<file path="config.mk">
export PLATFORM = sky130hd
export DESIGN_NAME = nmr_spare_voter
export DESIGN_NICKNAME = d
export VERILOG_FILES = /design/src/rtl/nmr_pkg.sv /design/src/rtl/nmr_switch.sv /design/src/rtl/nmr_voter.sv /design/src/rtl/nmr_detector.sv /design/src/rtl/nmr_spare_mgr.sv /design/src/rtl/nmr_spare_voter.sv
export SDC_FILE = /design/constraint.sdc
export NUM_CORES = 1
export LEC_CHECK = 0
export ABC_AREA = 0
export BUFFER_PORTS_ARGS = -buffer_cell sky130_fd_sc_hd__buf_2
export CAP_MARGIN = 25
export CELL_PAD_IN_SITES_DETAIL_PLACEMENT = 0
export CELL_PAD_IN_SITES_GLOBAL_PLACEMENT = 1
export CORE_MARGIN = 3
export CORE_UTILIZATION = 45
export DETAILED_ROUTE_END_ITERATION = 10
export HOLD_SLACK_MARGIN = 0.08
export PLACE_DENSITY = 0.88
export SLEW_MARGIN = 20
export SYNTH_ARGS = -nofsm -noshare
export SYNTH_HDL_FRONTEND = slang
export SYNTH_SLANG_ARGS = --single-unit
export TNS_END_PERCENT = 10
</file>
<file path="constraint.sdc">
create_clock -name clk -period 6.4 [get_ports clk]
set_clock_uncertainty 0.15 [all_clocks]
set_input_delay 0.96 -clock clk [delete_from_list [all_inputs] [get_ports clk]]
set_output_delay 0.96 -clock clk [all_outputs]
set_load 0.05 [all_outputs]
</file>
<file path="src/rtl/nmr_pkg.sv">
package nmr_pkg;

    // Width of source and slot indices; N+M must stay below 2**IDX_W
    localparam int IDX_W = 8;

    // Widest voter column the majority function handles
    localparam int MAX_SLOTS = 32;

    typedef logic [IDX_W-1:0] idx_t;

    // Replacement request from the disagreement detector
    typedef struct packed {
        logic hit;
        idx_t slot;
    } retire_req_t;

    // True when more than half of the first n bits of col are set
    function automatic logic majority_bit(input logic [MAX_SLOTS-1:0] col, input int n);
        int ones;
        ones = 0;
        for (int i = 0; i < MAX_SLOTS; i++) begin
            if (i < n && col[i]) begin
                ones = ones + 1;
            end
        end
        return (ones * 2 > n);
    endfunction

endpackage

</file>
<file path="src/rtl/nmr_switch.sv">
module nmr_switch
    import nmr_pkg::*;
#(
    parameter int N = 3,
    parameter int M = 2,
    parameter int W = 8
) (
    input  logic [(N+M)*W-1:0] src_i,
    input  idx_t               sel_i [N],
    output logic [N*W-1:0]     slot_o
);
    localparam int T = N + M;

    // Each voting slot picks one source by index
    for (genvar g = 0; g < N; g++) begin : g_slot
        always_comb begin
            slot_o[g*W +: W] = '0;
            for (int s = 0; s < T; s++) begin
                if (sel_i[g] == idx_t'(s)) begin
                    slot_o[g*W +: W] = src_i[s*W +: W];
                end
            end
        end
    end

endmodule

</file>
<file path="src/rtl/nmr_voter.sv">
module nmr_voter
    import nmr_pkg::*;
#(
    parameter int N = 3,
    parameter int W = 8
) (
    input  logic [N*W-1:0] slot_i,
    output logic [W-1:0]   vote_o
);
    // Bit-sliced majority: gather one column per bit position
    for (genvar b = 0; b < W; b++) begin : g_bit
        logic [MAX_SLOTS-1:0] col;
        always_comb begin
            col = '0;
            for (int g = 0; g < N; g++) begin
                col[g] = slot_i[g*W + b];
            end
        end
        assign vote_o[b] = majority_bit(col, N);
    end

endmodule

</file>
<file path="src/rtl/nmr_detector.sv">
module nmr_detector
    import nmr_pkg::*;
#(
    parameter int N       = 3,
    parameter int W       = 8,
    parameter int PERSIST = 2
) (
    input  logic           clk,
    input  logic           rst,
    input  logic           valid_i,
    input  logic [N*W-1:0] slot_i,
    input  logic [W-1:0]   vote_i,
    input  logic           swap_i,
    output retire_req_t    req_o
);
    localparam int CW = $clog2(PERSIST + 1);
    localparam logic [CW-1:0] RUN_MAX = CW'(PERSIST - 1);

    logic [N-1:0]    differ;
    logic [N-1:0]    qualify;
    logic [N*CW-1:0] run_q;

    for (genvar g = 0; g < N; g++) begin : g_cmp
        assign differ[g]  = (slot_i[g*W +: W] != vote_i);
        assign qualify[g] = valid_i && differ[g] && (run_q[g*CW +: CW] == RUN_MAX);
    end

    // Lowest qualifying slot wins: scan from the top down
    always_comb begin
        req_o = '0;
        for (int g = N - 1; g >= 0; g--) begin
            if (qualify[g]) begin
                req_o.hit  = 1'b1;
                req_o.slot = idx_t'(g);
            end
        end
    end

    // Runs of consecutive valid disagreements, saturating at PERSIST-1
    for (genvar g = 0; g < N; g++) begin : g_run
        always_ff @(posedge clk) begin
            if (rst) begin
                run_q[g*CW +: CW] <= '0;
            end else if (valid_i) begin
                if (!differ[g] || (swap_i && req_o.slot == idx_t'(g))) begin
                    run_q[g*CW +: CW] <= '0;
                end else if (run_q[g*CW +: CW] != RUN_MAX) begin
                    run_q[g*CW +: CW] <= run_q[g*CW +: CW] + CW'(1);
                end
            end
        end
    end


    run_hold_chk: assert property (@(posedge clk) disable iff (rst)
        !valid_i |=> $stable(run_q));


    req_needs_valid_chk: assert property (@(posedge clk) disable iff (rst)
        !valid_i |-> !req_o.hit);

endmodule

</file>
<file path="src/rtl/nmr_spare_mgr.sv">
module nmr_spare_mgr
    import nmr_pkg::*;
#(
    parameter int N = 3,
    parameter int M = 2
) (
    input  logic              clk,
    input  logic              rst,
    input  retire_req_t       req_i,
    output idx_t              sel_o [N],
    output logic              swap_o,
    output logic [N+M-1:0]    active_o,
    output logic [$clog2(M+1)-1:0] retired_o,
    output logic              no_spare_o
);
    localparam int T   = N + M;
    localparam int SPW = $clog2(M + 1);

    idx_t           sel_q [N];
    logic [SPW-1:0] next_q;
    logic           alarm_q;
    logic           have_spare;

    assign have_spare = (next_q < SPW'(M));
    assign swap_o     = req_i.hit && have_spare;

    always_ff @(posedge clk) begin
        if (rst) begin
            for (int g = 0; g < N; g++) begin
                sel_q[g] <= idx_t'(g);
            end
            next_q  <= '0;
            alarm_q <= 1'b0;
        end else if (swap_o) begin
            for (int g = 0; g < N; g++) begin
                if (req_i.slot == idx_t'(g)) begin
                    sel_q[g] <= idx_t'(N) + idx_t'(next_q);
                end
            end
            next_q <= next_q + SPW'(1);
        end else if (req_i.hit) begin
            alarm_q <= 1'b1;
        end
    end

    always_comb begin
        active_o = '0;
        for (int s = 0; s < T; s++) begin
            for (int g = 0; g < N; g++) begin
                if (sel_q[g] == idx_t'(s)) begin
                    active_o[s] = 1'b1;
                end
            end
        end
    end

    assign sel_o      = sel_q;
    assign retired_o  = next_q;
    assign no_spare_o = alarm_q;


    active_size_chk: assert property (@(posedge clk) disable iff (rst)
        $countones(active_o) == N);


    retire_step_chk: assert property (@(posedge clk) disable iff (rst)
        (retired_o != $past(retired_o)) |-> (retired_o == $past(retired_o) + SPW'(1)));


    alarm_sticky_chk: assert property (@(posedge clk) disable iff (rst)
        no_spare_o |=> no_spare_o);


    alarm_freeze_chk: assert property (@(posedge clk) disable iff (rst)
        (req_i.hit && !have_spare) |=> $stable(active_o));


    for (genvar k = 0; k < N; k++) begin : g_gone
        no_return_chk: assert property (@(posedge clk) disable iff (rst)
            !active_o[k] |=> !active_o[k]);
    end

endmodule

</file>
<file path="src/rtl/nmr_spare_voter.sv">
module nmr_spare_voter
    import nmr_pkg::*;
#(
    parameter int N       = 3,
    parameter int M       = 2,
    parameter int W       = 8,
    parameter int PERSIST = 2
) (
    input  logic                   clk,
    input  logic                   rst,
    input  logic                   valid_i,
    input  logic [N*W-1:0]         mod_i,
    input  logic [M*W-1:0]         spare_i,
    output logic [W-1:0]           voted_o,
    output logic [N+M-1:0]         active_o,
    output logic [$clog2(M+1)-1:0] retired_o,
    output logic                   no_spare_o
);
    localparam int T = N + M;

    logic [T*W-1:0] sources;
    logic [N*W-1:0] slots;
    logic [W-1:0]   vote;
    logic [W-1:0]   voted_q;
    idx_t           sel [N];
    retire_req_t    req;
    logic           swap;

    assign sources = {spare_i, mod_i};

    nmr_switch #(.N(N), .M(M), .W(W)) u_switch (
        .src_i  (sources),
        .sel_i  (sel),
        .slot_o (slots)
    );

    nmr_voter #(.N(N), .W(W)) u_voter (
        .slot_i (slots),
        .vote_o (vote)
    );

    nmr_detector #(.N(N), .W(W), .PERSIST(PERSIST)) u_detect (
        .clk     (clk),
        .rst     (rst),
        .valid_i (valid_i),
        .slot_i  (slots),
        .vote_i  (vote),
        .swap_i  (swap),
        .req_o   (req)
    );

    nmr_spare_mgr #(.N(N), .M(M)) u_spares (
        .clk        (clk),
        .rst        (rst),
        .req_i      (req),
        .sel_o      (sel),
        .swap_o     (swap),
        .active_o   (active_o),
        .retired_o  (retired_o),
        .no_spare_o (no_spare_o)
    );

    always_ff @(posedge clk) begin
        if (rst) begin
            voted_q <= '0;
        end else if (valid_i) begin
            voted_q <= vote;
        end
    end

    assign voted_o = voted_q;


    vote_hold_chk: assert property (@(posedge clk) disable iff (rst)
        !valid_i |=> $stable(voted_o));


    swap_changes_map_chk: assert property (@(posedge clk) disable iff (rst)
        swap |=> (active_o != $past(active_o)));

endmodule

</file>
==> flow_metrics.py, run 1 <==
metrics = {
    "outcome": {
        "status": "finished, final reports clean",
    },
    "clocking": {
        "cts_resized": 0,
        "cts.htree.levels": 1,
        "clk_pin_slew_worst_paths_ns": 0.08,
        "cts-root-buf": "clkbuf_8",
        "clkSinkCount": 26,
        "max-clock-path-buffers": 2,
        "clk_latency_ns": 0.27,
        "cts_tree": "yes",
        "cts_buffers": 3,
        "ctsHoldBuffers": 0,
        "cts_post_setup_buffers_inserted": 0,
    },
    "worst_setup_path": {
        "worst_path_max_delay_cell": "dfxtp_1",
        "required_ns": 6.41,
        "critPathBufInv": 2,
        "crit_fanout": 15,
        "end_kind": "flip-flop",
        "worstSetupStartpointType": "flip-flop",
        "path_delay_family": "compound AO/OA/AOI/OAI gates",
        "crit_chain": "buf_4 -> mux2i_1 -> nor2_1 -> a211o_1 -> inv_1 -> ha_1 -> o31ai_1 -> a311oi_1 -> a2111o_1 -> a2111oi_4 -> a21boi_2 -> nor4b_4 -> mux2_4",
        "critPathArrivalTime_ns": 4.93,
        "cpPeakStageDelay_ns": 0.88,
        "critPathKind": "reg -> reg",
    },
    "synth": {
        "synth_top_area_share_pct": 16.1,
        "yosys-top-cells-count": "nor2_1 (52), mux2i_1 (46), inv_1 (29), dfxtp_1 (26), o21ai_0 (22)",
        "synth_area_leader_cell": "dfxtp_1",
        "ys_seq_area_share_pct": 16.1,
        "syn-num-nets": 474,
        "yosysWarningCount": 0,
        "ys_types": 73,
        "synthArstFlopShare_pct": 0,
        "syn-cell-area_sq_um": 3230,
        "ys_ff_latch": 26,
        "syn-instance-count": 411,
        "synth_edf_count": 0,
        "synth_area_leaders": "dfxtp_1 (16%), mux2i_1 (14%), ha_1 (7.8%)",
        "syn-mean-instance-area_sq_um": 7.85,
        "ys.flop_type": "dfxtp_1",
        "synth.most_common_cell": "nor2_1",
    },
    "sta": {
        "post-route-period-util_pct": 76.8,
        "fin_crit_ns": 4.91,
        "worst_pin_slew_ns": 0.850,
        "max_freq_mhz": 203,
        "slew_headroom_pct": 43.3,
        "drv_slew": 0,
        "setup_viol": 0,
        "hold_viol_final": 0,
        "fin_tns_setup_ns": 0,
        "rsz0062_at_grt": "false",
    },
    "grt": {
        "antenna_found_initial": 0,
        "grt-ovfl-total": 0,
        "grt_max_degree": 29,
        "grt_pass1_vias": 3321,
        "grt_use_total_pct": 23.9,
        "grt_pass1_wl_um": 16500,
    },
    "detailed_routing": {
        "drt-total-wl_um": 9950,
        "top_layer_used": "met4",
        "wl_met1_um": 4470,
        "dr_total_vias": 3344,
        "drt_iter0_markers": 192,
        "routed-wl-met3_um": 452,
        "drc": 0,
        "wl_met2_um": 4790,
        "wire_per_inst_um": 18.2,
        "drtPass1Iterations": 4,
        "ant_nets": 0,
        "vias_per_cell": 6.12,
    },
    "die": {
        "pin_count": 59,
        "fp.coreArea_sq_um": 6870,
        "die-area_sq_um": 8230,
        "die_y_um": 90.7,
        "die_w_um": 90.7,
        "placement_rows": 30,
        "floorplan.initialDensity_pct": 47.0,
    },
    "power": {
        "clock_power_share_pct": 8.7,
        "p_comb_share_pct": 68.6,
        "p_sw_share_pct": 51.2,
        "p_sw_mw": 0.536,
        "p_int_mw": 0.510,
        "powerDensity_nw_per_um2": 293,
        "ir_drop_v": 0.000152,
        "power_frac_seq_pct": 22.7,
        "p_leak_nw": 1.52,
    },
    "layout": {
        "nets": 515,
        "utilization_pct": 52.0,
        "n_antenna_cell": 0,
        "synthToLayoutAreaGrowth_pct": 10.7,
        "drive_gt1_share_pct": 17.6,
    },
    "placement": {
        "routabilityCongestion": 0.956,
        "port-buffer-count": 58,
        "hpwl_um": 7900,
    },
    "worst_hold_path": {
        "hold_class": "reg -> reg",
    },
    "flow_run": {
        "cap_violations": 0,
    },
}
layout by cell type (no fill, tap or decap), types with 7 or more instances in the layout:
cell        n
nor3_1     10
inv_1      29
o22ai_1     7
nand4bb_1   7
nand2_1    20
o31ai_1     8
a31oi_1     7
o21ai_0    22
buf_2      58
nand3_1     9
nor2_1     52
mux2i_1    46
ha_1       20
dfxtp_1    26
worst register-to-register path: stages, from the launching register on:
cell and delay [ns]:
dfxtp_1 0.88, buf_4 0.31, mux2i_1 0.20, nor2_1 0.07
a211o_1 0.37, inv_1 0.09, ha_1 0.24, o31ai_1 0.71
a311oi_1 0.14, a2111o_1 0.38, a2111oi_4 0.37, a21boi_2 0.19
nor4b_4 0.38, mux2_4 0.33
cell type report:
cell class,instances,area (sq um)
fillers,689,3300
inverters,29,109
clock buffers,3,41.3
repair buffers,61,313
multi-input cells,331,2470
well taps,96,120
flip-flops and latches,26,520
kinds of logic after synthesis:
kind of cell / Yosys count / synth area share [%]
fa+ha+maj: 20 / 7.75
buf+inv: 54 / 7.40
simple gates: 137 / 22.8
flops: 26 / 16.1
compound gates: 117 / 27.9
xor+xnor: 3 / 0.814
mux: 54 / 17.2
sequential cells by signal (all words and copies together), names as in the netlist:
| register | flops |
|---|---|
| u_detect.run_q | 6 |
| u_spares.sel_o | 9 |
| u_spares.no_spare_o | 1 |
| u_spares.retired_o | 2 |
| voted_o | 8 |
power by group through the flow:
stage               Clock [mW]  Combinational [mW]  Sequential, mW
floorplan                    0               0.530           0.249
global placement             0               0.700           0.238
detailed placement           0               0.711           0.240
CTS                     0.0946               0.715           0.236
global route            0.0996               0.787           0.241
finish                  0.0914               0.718           0.238
through the flow:
stage | hold WS, ns | setup WS [ns] | area [sq um] | power (mW) | instances
2_1_floorplan | 0.297 | 1.93 | 3230 | 0.779 | 411
3_5_place_dp | 0.296 | 1.49 | 3530 | 0.951 | 543
6_report | 0.319 | 1.49 | 3570 | 1.05 | 546
3_3_place_gp | 0.296 | 1.57 | 3530 | 0.938 | 543
4_1_cts | 0.323 | 1.58 | 3570 | 1.05 | 546
5_1_grt | 0.348 | 1.32 | 3570 | 1.13 | 546
path summary, 6_finish.rpt:
kind | startpoint | endpoint | slack, ns | cells after the start
worst max register to register | u_spares.sel_o[17]$_SDFFE_PP0P_ | u_spares.sel_o[0]$_SDFFE_PP0P_ | 1.49 | 13
worst min register to register | u_spares.no_spare_o$_SDFFE_PP0P_ | u_spares.no_spare_o$_SDFFE_PP0P_ | 0.32 | 1
worst max-delay path | u_spares.sel_o[17]$_SDFFE_PP0P_ | u_spares.sel_o[0]$_SDFFE_PP0P_ | 1.49 | 13
worst min-delay path | u_spares.no_spare_o$_SDFFE_PP0P_ | u_spares.no_spare_o$_SDFFE_PP0P_ | 0.32 | 1
routing by layer:
layer,GRT usage (%),vias up
li1,-,1629
met5,0,-
met4,6.89,0
met3,2.08,21
met2,41.4,92
met1,31.4,1602
No activity file was read; power rests on OpenSTA's default activity.
==> run 2, diff against run 1 <==
Settings changed: CORE_UTILIZATION 45 to 38, PLACE_DENSITY 0.88 to 0.79.
Clock period 6.4 ns to 4.2 ns, I/O delays scaled along.
==> flow_metrics.py, run 2 (synthesis results as in run 1) <==
metrics = {
    "clocking": {
        "cts.htree.levels": 1,
        "cts-root-buf": "clkbuf_8",
        "clk_pin_slew_worst_paths_ns": 0.10,
        "max-clock-path-buffers": 2,
        "cts_tree": "yes",
        "cts_buffers": 3,
        "cts_post_setup_buffers_inserted": 0,
        "clkSinkCount": 26,
        "clk_latency_ns": 0.28,
    },
    "detailed_routing": {
        "drt_iter0_markers": 256,
        "drtPass1Iterations": 5,
        "vias_per_cell": 5.93,
        "wire_per_inst_um": 18.3,
        "ant_nets": 0,
        "dr_total_vias": 3537,
        "drc": 0,
        "drt-total-wl_um": 10900,
    },
    "die": {
        "pin_count": 59,
        "die-area_sq_um": 9640,
        "die_w_um": 98.2,
        "die_y_um": 98.2,
        "floorplan.initialDensity_pct": 40.5,
        "placement_rows": 32,
        "fp.coreArea_sq_um": 7970,
    },
    "worst_setup_path": {
        "crit_chain": "nand2b_2 -> nor2_1 -> a221oi_1 -> ha_1 -> o31a_1 -> or2_1 -> a2111o_1 -> a2111oi_4 -> a21boi_2 -> buf_4 -> and3_1 -> a211oi_1",
        "crit_fanout": 8,
        "end_kind": "flip-flop",
        "critPathArrivalTime_ns": 4.02,
        "r2r_start": "u_spares.sel_o[18]$_SDFFE_PP0P_",
        "rr_worst_depth": 12,
        "required_ns": 4.23,
        "r2r_slack_ns": 0.21,
        "worst_path_max_delay_cell": "dfxtp_1",
        "rr_endpoint": "u_spares.sel_o[10]$_SDFFE_PP0P_",
        "critPathKind": "reg -> reg",
        "worstSetupStartpointType": "flip-flop",
        "cpPeakStageDelay_ns": 0.51,
        "critPathBufInv": 1,
        "path_delay_family": "compound AO/OA/AOI/OAI gates",
    },
    "placement": {
        "port-buffer-count": 58,
        "hpwl_um": 8700,
        "routabilityCongestion": 0.909,
    },
    "sta": {
        "drv_slew": 0,
        "slew_headroom_pct": 58.8,
        "rsz0062_at_grt": "false",
        "hold_viol_final": 0,
        "fin_tns_setup_ns": 0,
        "max_freq_mhz": 251,
        "post-route-period-util_pct": 95.0,
        "worst_pin_slew_ns": 0.609,
        "whs_ns": 0.327,
        "fin_crit_ns": 3.99,
        "setup_viol": 0,
    },
    "grt": {
        "grt_pass1_wl_um": 17600,
        "antenna_found_initial": 0,
        "grt_max_degree": 31,
        "grt_use_total_pct": 22.2,
        "grt_pass1_vias": 3344,
        "grt-ovfl-total": 0,
    },
    "layout": {
        "drive_gt1_share_pct": 26.1,
        "nets": 558,
        "multi_input_area_sq_um": 2490,
        "mostFrequentLayoutCells": "buf_2 (58), nor2_1 (52), mux2i_1 (46), buf_4 (44), inv_1 (29)",
        "num-fill-cells": 775,
        "largest_reg_flops": 9,
        "final_common_cell": "buf_2",
        "register_area_sq_um": 526,
        "synthToLayoutAreaGrowth_pct": 23.3,
        "n_antenna_cell": 0,
    },
    "flow_run": {
        "cap_violations": 0,
    },
    "worst_hold_path": {
        "whs_path_depth": 2,
        "hold_class": "reg -> reg",
        "holdPathEnd": "u_detect.run_q[5]$_SDFFE_PP0P_",
        "min_from": "u_detect.run_q[5]$_SDFFE_PP0P_",
    },
    "power": {
        "p_leak_nw": 1.75,
        "ir_drop_v": 0.000184,
        "powerDensity_nw_per_um2": 464,
        "finalPower_mw": 1.85,
    },
    "outcome": {
        "status": "finished, final reports clean",
    },
}
run 2: how the worst max path moves through the flow:
stage	from	depth (start not counted)	slack [ns]	to
6_report	u_spares.sel_o[18]$_SDFFE_PP0P_	12	0.21	u_spares.sel_o[10]$_SDFFE_PP0P_
5_1_grt	u_spares.sel_o[16]$_SDFFE_PP0P_	14	0.01	u_spares.sel_o[2]$_SDFFE_PP0P_
4_1_cts	u_spares.sel_o[10]$_SDFFE_PP0P_	14	0.13	u_spares.sel_o[8]$_SDFFE_PP1P_
3_5_place_dp	mod_i[17]	12	0.03	u_spares.sel_o[10]$_SDFFE_PP0P_
3_3_place_gp	mod_i[17]	12	0.05	u_spares.sel_o[10]$_SDFFE_PP0P_
2_1_floorplan	mod_i[17]	10	0.06	u_spares.sel_o[0]$_SDFFE_PP0P_
run 2: what timing repair did:
action                     in CTS  in global routing
hold buffers                    0                  0
resized for setup               1                  6
setup endpoints to repair       3                 15
run 2: power breakdown:
part,leakage (nW),internal [mW],switching [mW],total [mW]
registers,0.214,0.290,0.0477,0.338
clock network,0.0357,0.128,0.0882,0.216
logic,1.50,0.555,0.739,1.29
run 2: final cells by class:
type | count | share of cell area [%]
clock buffer | 3 | 1.04
clock inverter | 1 | 0.754
inverter | 29 | 2.73
multi-input combinational | 331 | 62.5
sequential | 26 | 13.2
tap | 102 | 3.21
timing repair buffer | 104 | 16.6
run 2: worst min-delay path, stage by stage, from the launching register on:
cell     delay (ns)
dfxtp_1        0.32
nand3_1        0.06
o22ai_1        0.06
run 2: routing by layer:
| metal | routed length [um] | vias to the layer above | global-route usage, % |
|---|---|---|---|
| met5 | 0 | - | 0 |
| met4 | 104 | 0 | 2.94 |
| met3 | 752 | 13 | 3.43 |
| met2 | 4850 | 136 | 34.9 |
| met1 | 5210 | 1672 | 32.8 |
| li1 | - | 1716 | - |
run 2: through the flow:
| step | util [%] | cells | worst slack [ns] | instance area, sq um |
|---|---|---|---|---|
| 4_1_cts | 49.7 | 596 | 0.132 | 3960 |
| 6_report | 50.0 | 596 | 0.208 | 3980 |
| 5_1_grt | 50.0 | 596 | 0.0140 | 3980 |
| 3_5_place_dp | 48.8 | 592 | 0.0303 | 3890 |
| 2_1_floorplan | - | 411 | 0.0591 | 3230 |
| 3_3_place_gp | 48.8 | 592 | 0.0531 | 3890 |
==> run 3, diff against run 2 <==
Settings changed: CORE_UTILIZATION 38 to 42, PLACE_DENSITY 0.79 to 0.83, SETUP_SLACK_MARGIN from default to 0.1.
Clock period 4.2 ns to 4.3 ns, I/O delays scaled along.
==> flow_metrics.py, run 3 (synthesis results as in run 1) <==
metrics = {
    "worst_setup_path": {
        "worst_path_max_delay_cell": "a221oi_1",
        "critPathKind": "reg -> reg",
        "cpPeakStageDelay_ns": 0.47,
        "critPathBufInv": 3,
        "end_kind": "flip-flop",
        "r2r_start": "u_spares.sel_o[17]$_SDFFE_PP0P_",
        "crit_chain": "buf_12 -> mux2_2 -> a221oi_1 -> ha_1 -> inv_1 -> o211ai_1 -> a32o_1 -> a2111o_1 -> a2111oi_4 -> a21boi_2 -> buf_4 -> and3_1 -> a211oi_1",
        "required_ns": 4.33,
        "worstSetupStartpointType": "flip-flop",
        "path_delay_family": "compound AO/OA/AOI/OAI gates",
        "crit_fanout": 21,
        "critPathArrivalTime_ns": 4.04,
        "critical_path.startpoint": "u_spares.sel_o[17]$_SDFFE_PP0P_",
    },
    "grt": {
        "grt-ovfl-total": 0,
        "grt_max_degree": 30,
        "grt_use_total_pct": 23.5,
        "antenna_found_initial": 0,
        "grt_pass1_vias": 3431,
        "grt_pass1_wl_um": 16700,
    },
    "detailed_routing": {
        "drtPass1Iterations": 6,
        "drc": 0,
        "drt-total-wl_um": 10200,
        "wire_per_inst_um": 17.6,
        "vias_per_cell": 6.08,
        "ant_nets": 0,
        "drt_iter0_markers": 228,
        "dr_total_vias": 3528,
    },
    "clocking": {
        "cts_buffers": 3,
        "cts_resized": 0,
        "clk_latency_ns": 0.27,
        "cts_tree": "yes",
        "clk_pin_slew_worst_paths_ns": 0.08,
        "clkSinkCount": 26,
        "cts.htree.levels": 1,
        "cts-root-buf": "clkbuf_8",
        "ctsHoldBuffers": 0,
        "max-clock-path-buffers": 2,
        "cts_post_setup_buffers_inserted": 0,
    },
    "sta": {
        "worst_pin_slew_ns": 0.541,
        "whs_ns": 0.322,
        "fin_crit_ns": 4.01,
        "fin_tns_setup_ns": 0,
        "setup_viol": 0,
        "drv_slew": 0,
        "post-route-period-util_pct": 93.3,
        "hold_viol_final": 0,
        "rsz0062_at_grt": "false",
        "max_freq_mhz": 249,
        "slew_headroom_pct": 63.8,
    },
    "power": {
        "p_sw_share_pct": 49.0,
        "ir_drop_v": 0.000272,
        "p_int_mw": 0.849,
        "p_sw_mw": 0.815,
        "powerDensity_nw_per_um2": 433,
        "power_frac_seq_pct": 19.8,
        "p_leak_nw": 1.67,
        "clock_power_share_pct": 8.1,
        "p_comb_share_pct": 72.1,
    },
    "layout": {
        "synthToLayoutAreaGrowth_pct": 19.1,
        "utilization_pct": 52.2,
        "final_common_cell": "buf_2",
        "n_antenna_cell": 0,
        "fin_area_sq_um": 3840,
        "nets": 546,
        "mostFrequentLayoutCells": "buf_2 (58), nor2_1 (52), mux2i_1 (46), buf_4 (32), inv_1 (29)",
        "largest_reg_flops": 9,
        "drive_gt1_share_pct": 23.5,
    },
    "worst_hold_path": {
        "min_from": "u_spares.no_spare_o$_SDFFE_PP0P_",
        "hold_class": "reg -> reg",
    },
    "placement": {
        "hpwl_um": 8220,
        "place_area_sq_um": 3790,
        "port-buffer-count": 58,
        "routabilityCongestion": 0.964,
    },
    "outcome": {
        "status": "finished, final reports clean",
    },
    "flow_run": {
        "cap_violations": 0,
    },
    "die": {
        "placement_rows": 31,
        "fp.coreArea_sq_um": 7370,
        "die_y_um": 93.7,
        "floorplan.initialDensity_pct": 43.8,
        "die_w_um": 93.7,
        "die-area_sq_um": 8770,
        "pin_count": 59,
    },
}
[run 3: power by group through the flow]
stage | logic [mW] | clock network (mW) | registers, mW
floorplan | 0.788 | 0 | 0.371
global placement | 1.17 | 0 | 0.332
detailed placement | 1.18 | 0 | 0.334
CTS | 1.19 | 0.139 | 0.329
global route | 1.32 | 0.148 | 0.336
finish | 1.20 | 0.135 | 0.330
[run 3: final cells by class]
class,instances,area [sq um]
inverters,29,109
fillers,750,3530
repair buffers,92,571
multi-input cells,331,2480
flip-flops and latches,26,522
clock buffers,3,41.3
well taps,99,124
[run 3: worst register-to-register path: cells and delay by family (launching register included)]
kind                     cells  cell delay (ns)
buffers and inverters        3             0.43
AO/OA/AOI/OAI                7             2.07
flip-flops                   1             0.36
adder cells (fa/ha/maj)      1             0.33
multiplexers                 1             0.36
AND/OR/NAND/NOR              1             0.22
[run 3: worst paths after layout]
| check | to | slack [ns] | cells past startpoint |
|---|---|---|---|
| min reg2reg | u_spares.no_spare_o$_SDFFE_PP0P_ | 0.32 | 1 |
| max | u_spares.sel_o[9]$_SDFFE_PP0P_ | 0.29 | 13 |
| max reg2reg | u_spares.sel_o[9]$_SDFFE_PP0P_ | 0.29 | 13 |
| min | u_spares.no_spare_o$_SDFFE_PP0P_ | 0.32 | 1 |
[run 3: metrics by stage]
stage	total power [mW]	instances	worst slack, ns
2_1_floorplan	1.16	411	0.144
3_3_place_gp	1.50	577	0.139
3_5_place_dp	1.52	577	0.0647
4_1_cts	1.66	580	0.201
5_1_grt	1.80	580	0.123
6_report	1.66	580	0.289
[run 3: routing by layer]
metal | wire length, um | global-route usage (%) | vias up
met1 | 4610 | 31.1 | 1676
met5 | 0 | 0 | -
li1 | - | - | 1699
met4 | 332 | 8.54 | 0
met3 | 490 | 2.16 | 22
met2 | 4770 | 39.6 | 131
